### src/rtl/cmpwm_pkg.sv
package cmpwm_pkg;

    localparam int unsigned DUTY_NUM = 4;
    localparam int unsigned DUTY_DEN = 5;

    typedef struct packed {
        logic pwm;
        logic ilim;
    } trip_t;

    function automatic int unsigned eff_period(input int unsigned p, input int unsigned min_p);
        return (p < min_p) ? min_p : p;
    endfunction

    function automatic int unsigned max_on(input int unsigned p);
        return (p * DUTY_NUM) / DUTY_DEN;
    endfunction

    function automatic int unsigned duty_limit(input int unsigned ss, input int unsigned p,
                                               input int unsigned lo, input int unsigned hi);
        int unsigned full;
        full = max_on(p);
        if (ss < lo)
            return 0;
        else if (ss >= hi)
            return full;
        else
            return (full * (ss - lo)) / (hi - lo);
    endfunction

endpackage

### src/rtl/cmpwm_timer.sv
module cmpwm_timer #(
    parameter int PER_W   = 11,
    parameter int MIN_PER = 250
) (
    input  logic             clk,
    input  logic             rst,
    input  logic             en,
    input  logic [PER_W-1:0] period_cyc,
    output logic [PER_W-1:0] per_eff,
    output logic [PER_W-1:0] cnt,
    output logic             run,
    output logic             start
);

    logic wrap;

    always_comb begin
        per_eff = PER_W'(cmpwm_pkg::eff_period(int'(period_cyc), MIN_PER));
        wrap    = (cnt >= per_eff - PER_W'(1));
        start   = run && wrap;
    end

    always_ff @(posedge clk) begin
        if (rst || !en) begin
            cnt <= '0;
            run <= 1'b0;
        end else begin
            run <= 1'b1;
            if (!run || wrap)
                cnt <= '0;
            else
                cnt <= cnt + PER_W'(1);
        end
    end

    // a period start is followed by position zero
    a_r2_wrap_to_zero: assert property (@(posedge clk) disable iff (rst)
        start |=> (cnt == '0));

endmodule

### src/rtl/cmpwm_slope.sv
module cmpwm_slope #(
    parameter int PER_W     = 11,
    parameter int SLOPE_AMP = 28,
    parameter int SLOPE_W   = 5
) (
    input  logic               clk,
    input  logic               rst,
    input  logic               run,
    input  logic               start,
    input  logic [PER_W-1:0]   per_eff,
    output logic [SLOPE_W-1:0] slope_code
);

    logic [PER_W-1:0]   rem;
    logic [PER_W:0]     acc;
    logic [SLOPE_W-1:0] ramp;

    always_comb begin
        acc        = {1'b0, rem} + (PER_W+1)'(SLOPE_AMP);
        slope_code = run ? ramp : '0;
    end

    always_ff @(posedge clk) begin
        if (rst || !run || start) begin
            rem  <= '0;
            ramp <= '0;
        end else if (acc >= {1'b0, per_eff}) begin
            rem  <= PER_W'(acc - {1'b0, per_eff});
            ramp <= ramp + SLOPE_W'(1);
        end else begin
            rem  <= acc[PER_W-1:0];
        end
    end

    // the ramp restarts at each period boundary
    a_r10_ramp_restart: assert property (@(posedge clk) disable iff (rst)
        start |=> (slope_code == '0));

    // the ramp stays below its full amplitude
    a_r10_ramp_bound: assert property (@(posedge clk) disable iff (rst)
        int'(slope_code) < SLOPE_AMP);

endmodule

### src/rtl/cmpwm_pulse.sv
module cmpwm_pulse #(
    parameter int PER_W     = 11,
    parameter int SS_W      = 8,
    parameter int BLANK_CYC = 13,
    parameter int SS_LO     = 56,
    parameter int SS_HI     = 200
) (
    input  logic              clk,
    input  logic              rst,
    input  logic              en,
    input  logic              run,
    input  logic              start,
    input  logic [PER_W-1:0]  cnt,
    input  logic [PER_W-1:0]  per_eff,
    input  cmpwm_pkg::trip_t  trips,
    input  logic [SS_W-1:0]   ss_level,
    output logic              gate
);

    logic [SS_W-1:0]  ss_q;
    logic [PER_W-1:0] lim;
    logic             term;
    logic             trip_any;
    logic             unblanked;

    always_comb begin
        trip_any  = trips.pwm | trips.ilim;
        unblanked = (cnt >= PER_W'(BLANK_CYC));
        lim       = PER_W'(cmpwm_pkg::duty_limit(int'(ss_q), int'(per_eff), SS_LO, SS_HI));
        gate      = run && !term && (cnt < lim);
    end

    always_ff @(posedge clk) begin
        if (rst || !en)
            ss_q <= '0;
        else
            ss_q <= ss_level;
    end

    // pulse-ending latch: at a period start the trip wins over the set
    always_ff @(posedge clk) begin
        if (rst || !run)
            term <= 1'b0;
        else if (start)
            term <= trip_any;
        else if (trip_any && unblanked)
            term <= 1'b1;
    end

    // length of the current high run, used only by the duty check
    logic [PER_W-1:0] hi_run;
    always_ff @(posedge clk) begin
        if (rst || !gate)
            hi_run <= '0;
        else
            hi_run <= hi_run + PER_W'(1);
    end

    // the gate never stays high beyond four fifths of the period
    a_r3_duty_cap: assert property (@(posedge clk) disable iff (rst)
        gate |-> (int'(hi_run) < int'(cmpwm_pkg::max_on(int'(per_eff)))));

    // an unblanked peak-current trip ends the pulse
    a_r5_pwm_end: assert property (@(posedge clk) disable iff (rst)
        (run && !start && trips.pwm && unblanked) |=> !gate);

    // an unblanked over-current trip ends the pulse
    a_r6_ilim_end: assert property (@(posedge clk) disable iff (rst)
        (run && !start && trips.ilim && unblanked) |=> !gate);

    // a trip coinciding with the period start keeps the gate off
    a_r7_reset_dominant: assert property (@(posedge clk) disable iff (rst)
        (start && trip_any) |=> !gate);

    // below the soft-start low breakpoint the gate is off
    a_r8_ss_lockout: assert property (@(posedge clk) disable iff (rst)
        (int'(ss_q) < SS_LO) |-> !gate);

endmodule

### src/rtl/cmpwm_core.sv
module cmpwm_core #(
    parameter int PER_W     = 11,
    parameter int MIN_PER   = 250,
    parameter int BLANK_CYC = 13,
    parameter int SS_W      = 8,
    parameter int SS_LO     = 56,
    parameter int SS_HI     = 200,
    parameter int SLOPE_AMP = 28,
    localparam int SLOPE_W  = $clog2(SLOPE_AMP + 1)
) (
    input  logic               clk,
    input  logic               rst,
    input  logic               en,
    input  logic [PER_W-1:0]   period_cyc,
    input  logic               pwm_cmp,
    input  logic               ilim_cmp,
    input  logic [SS_W-1:0]    ss_level,
    output logic               gate,
    output logic [SLOPE_W-1:0] slope_code
);

    logic [PER_W-1:0] per_eff;
    logic [PER_W-1:0] cnt;
    logic             run;
    logic             start;
    cmpwm_pkg::trip_t trips;

    always_comb begin
        trips.pwm  = pwm_cmp;
        trips.ilim = ilim_cmp;
    end

    cmpwm_timer #(.PER_W(PER_W), .MIN_PER(MIN_PER)) u_timer (
        .clk(clk), .rst(rst), .en(en), .period_cyc(period_cyc),
        .per_eff(per_eff), .cnt(cnt), .run(run), .start(start)
    );

    cmpwm_pulse #(.PER_W(PER_W), .SS_W(SS_W), .BLANK_CYC(BLANK_CYC),
                  .SS_LO(SS_LO), .SS_HI(SS_HI)) u_pulse (
        .clk(clk), .rst(rst), .en(en), .run(run), .start(start), .cnt(cnt),
        .per_eff(per_eff), .trips(trips), .ss_level(ss_level), .gate(gate)
    );

    cmpwm_slope #(.PER_W(PER_W), .SLOPE_AMP(SLOPE_AMP), .SLOPE_W(SLOPE_W)) u_slope (
        .clk(clk), .rst(rst), .run(run), .start(start), .per_eff(per_eff),
        .slope_code(slope_code)
    );

endmodule

### config.mk
export PLATFORM = sky130hd
export DESIGN_NAME = cmpwm_core
export DESIGN_NICKNAME = d
export VERILOG_FILES = /design/src/rtl/cmpwm_pkg.sv /design/src/rtl/cmpwm_timer.sv /design/src/rtl/cmpwm_slope.sv /design/src/rtl/cmpwm_pulse.sv /design/src/rtl/cmpwm_core.sv
export SDC_FILE = /design/constraint.sdc
export NUM_CORES = 1
export LEC_CHECK = 0
export BUFFER_PORTS_ARGS = -buffer_cell sky130_fd_sc_hd__buf_4
export CAP_MARGIN = 20
export CORE_ASPECT_RATIO = 1.1
export CORE_MARGIN = 2
export CORE_UTILIZATION = 48
export CTS_CLUSTER_DIAMETER = 200
export CTS_CLUSTER_SIZE = 8
export DETAILED_ROUTE_END_ITERATION = 16
export PLACE_DENSITY = 0.65
export SYNTH_ARGS = -nofsm -noshare
export SYNTH_HDL_FRONTEND = slang
export SYNTH_SLANG_ARGS = --single-unit
### constraint.sdc
create_clock -name clk -period 50.9 [get_ports clk]
set_input_delay 2.545 -clock clk [delete_from_list [all_inputs] [get_ports clk]]
set_output_delay 2.545 -clock clk [all_outputs]
set_load 0.03 [all_outputs]
==> metrics.md <==
| Metric | Value |
|---|---|
| Die height | 187 um |
| Post-synth EDFFs | 0 |
| HPWL after DPL | 33.0 mm |
| Clock Path Buffers | 2 |
| Post-Synthesis Cell Area | 14600 um^2 |
| Max-cap violation count | 0 |
| Global-route wire length before repair | 68.7 mm |
| Worst skew pair latency | 0.28 ns |
| FILL cells | 2935 |
| Iter 0 DRT Violations | 1275 |
| Via count | 14300 |
| Setup-failing EPs final | 0 |
| Share of cells above drive strength 1 | 0.144 |
| Yosys cell types | 171 |
| Final hold violation count | 0 |
| # DRC | 0 |
| Final instance area | 15200 um^2 |
| DRT Wirelength | 41.2 mm |
| Cell at the root of the clock tree | clkbuf_16 |
| YS warnings | 0 |
| Mean Syn Cell Area | 7.85 um^2 |
| Relative slew slack | 0.219 |
| CP Max Fanout | 27 |
| Number of synthesized register bits | 37 |
| Tmin final | 33.01 ns |
| Layout Skew | 0.00654 ns |
| Synth-to-layout area growth | 3.75% |
| Drt pass-1 iters | 6 |
| Nature of the critical path startpoint | primary input |
| TNS Setup | 0 ns |
| Row count | 67 |
| HP Class | reg -> reg |
| R2R depth | 19 |
| Vias in the first global route | 13600 |
| PortBufs | 29 |
| Hold buffers post-CTS | 0 |
| Antenna violations before repair | 0 |
| Post-Syn Nets | 2062 |
| Buffer count from post-CTS setup fixing | 0 |
| Aggregate global routing overflow | 0 |
| Slew Viols, Final | 0 |
| Fmax | 0.0303 GHz |
| Die width | 170 um |
| CTS Buf Count | 5 |
| Number of gates resized after cts | 0 |
| Cells after synthesis | 1863 |
| Post-route ant nets | 0 |
| Most common cell after layout, fill and taps aside | nand2_1 |
| Most frequent cells in the layout | nand2_1 (182), nor2_1 (165), inv_1 (116), ha_1 (110), a21oi_1 (103) |
| CTS clk-pin slew, worst paths | 0.06 ns |
| # clock sinks | 37 |
| WP data arrival | 30.46 ns |
| Worst-margin pin slew | 1.16 ns |
| WL/cell | 18.3 um |
| Slowest-stage cell, CP | nor2b_1 |
| Gp weighted congestion | 0.951 |
| Largest net degree at the start of global routing | 28 |
| Core area | 30300 um^2 |
| Sequential area share after synthesis | 0.0506 |
| NumNets Final | 2034 |
| GRT Total Usage | 0.255 |
| Status | finished, final reports clean |
| ANT cells | 0 |
| CP endpoint kind | primary output |
| Final setup margin | 17.89 ns |
| Post-synth top flop | dfxtp_1 |
| Post-place instance area | 15000 um^2 |
| Routed vias/inst | 6.33 |
| Final Cycle Share | 0.648 |
| Ys async rst share | 0 |
| Crit path kind | in -> out |
| CP required | 48.35 ns |
| Place WS | 18.40 ns |
| Initial Util | 0.483 |
| Max stage delay on crit path | 0.81 ns |
| Hold Path Stages | 1 |
| Full die area | 31900 um^2 |
| H-tree Lvls | 2 |
| IO Count | 30 |
| CTS tree | yes |
| RSZ-0062 raised after global routing | no |
## sequential cells by signal, summed over array words and instances (netlist names)
name	flops
u_timer.cnt	11
u_timer.run	1
u_slope.rem	11
u_pulse.term	1
u_slope.ramp	5
u_pulse.ss_q	8
## synthesized netlist by cell type (39+ instances only)
library cell    n  share of area
a21oi_1       103          0.035
ha_1          110          0.094
nor3_1         48          0.016
clkbuf_1       39          0.010
nand3_1        64          0.022
xnor2_1        65          0.039
nand2_1       182          0.047
nor2_1        165          0.042
and2_1         41          0.018
fa_1           65          0.089
inv_1         116          0.030
o21ai_0        59          0.020
## metrics by stage
stage	utilization	instances	hold WS, ns
6_report	0.502	2250	0.479
5_1_grt	0.502	2250	0.498
4_1_cts	0.501	2249	0.486
3_5_place_dp	0.495	2241	0.476
3_3_place_gp	0.495	2241	0.467
2_1_floorplan	-	1863	0.437
## cell families (layout without fill, tap and decap cells)
family	count (synthesis)	after routing	share of synthesized area
AO/OA/AOI/OAI	590	590	0.337
XOR/XNOR	114	114	0.0771
adder cells (fa/ha/maj)	177	177	0.184
flip-flops	37	37	0.0506
AND/OR/NAND/NOR	719	719	0.264
buffers and inverters	194	167	0.0615
multiplexers	32	32	0.0248
## worst paths after layout
| kind | startpoint | to | slack (ns) |
|---|---|---|---|
| worst max register to register | u_slope.rem[0] | u_slope.ramp[4] | 46.87 |
| worst min register to register | u_slope.rem[2] | u_slope.rem[2] | 0.48 |
| worst max-delay path | period_cyc[4] | gate | 17.89 |
| worst min-delay path | u_slope.rem[2] | u_slope.rem[2] | 0.48 |
## critical path: cells and delay by family
family / cells / cell delay, ns
adder cells (fa/ha/maj): 11 / 4.55
AND/OR/NAND/NOR: 28 / 9.70
buffers and inverters: 8 / 1.18
AO/OA/AOI/OAI: 39 / 10.62
multiplexers: 3 / 1.05
XOR/XNOR: 3 / 0.75
## metal layers
metal / GRT usage / vias up / routed length (um) / share of wire
met5: 0 / - / 0 / 0
met1: 0.331 / 6869 / 18000 / 0.44
li1: - / 6877 / - / -
met3: 0.0142 / 71 / 1690 / 0.041
met2: 0.460 / 436 / 20500 / 0.50
met4: 0.0631 / 0 / 1020 / 0.025
## final cells by class
cell class / instances / area, um^2 / share of cell area
clock buffer: 5 / 125 / 0.00824
clock inverter: 3 / 68.8 / 0.00453
inverter: 122 / 458 / 0.0302
multi-input combinational: 1632 / 13000 / 0.856
sequential: 37 / 741 / 0.0488
tap: 414 / 518 / 0.0341
timing repair buffer: 37 / 278 / 0.0183
Power is left out: the tool's default activity adds up to more than one toggle a clock period on the data nets, which glitch-free logic cannot reach.
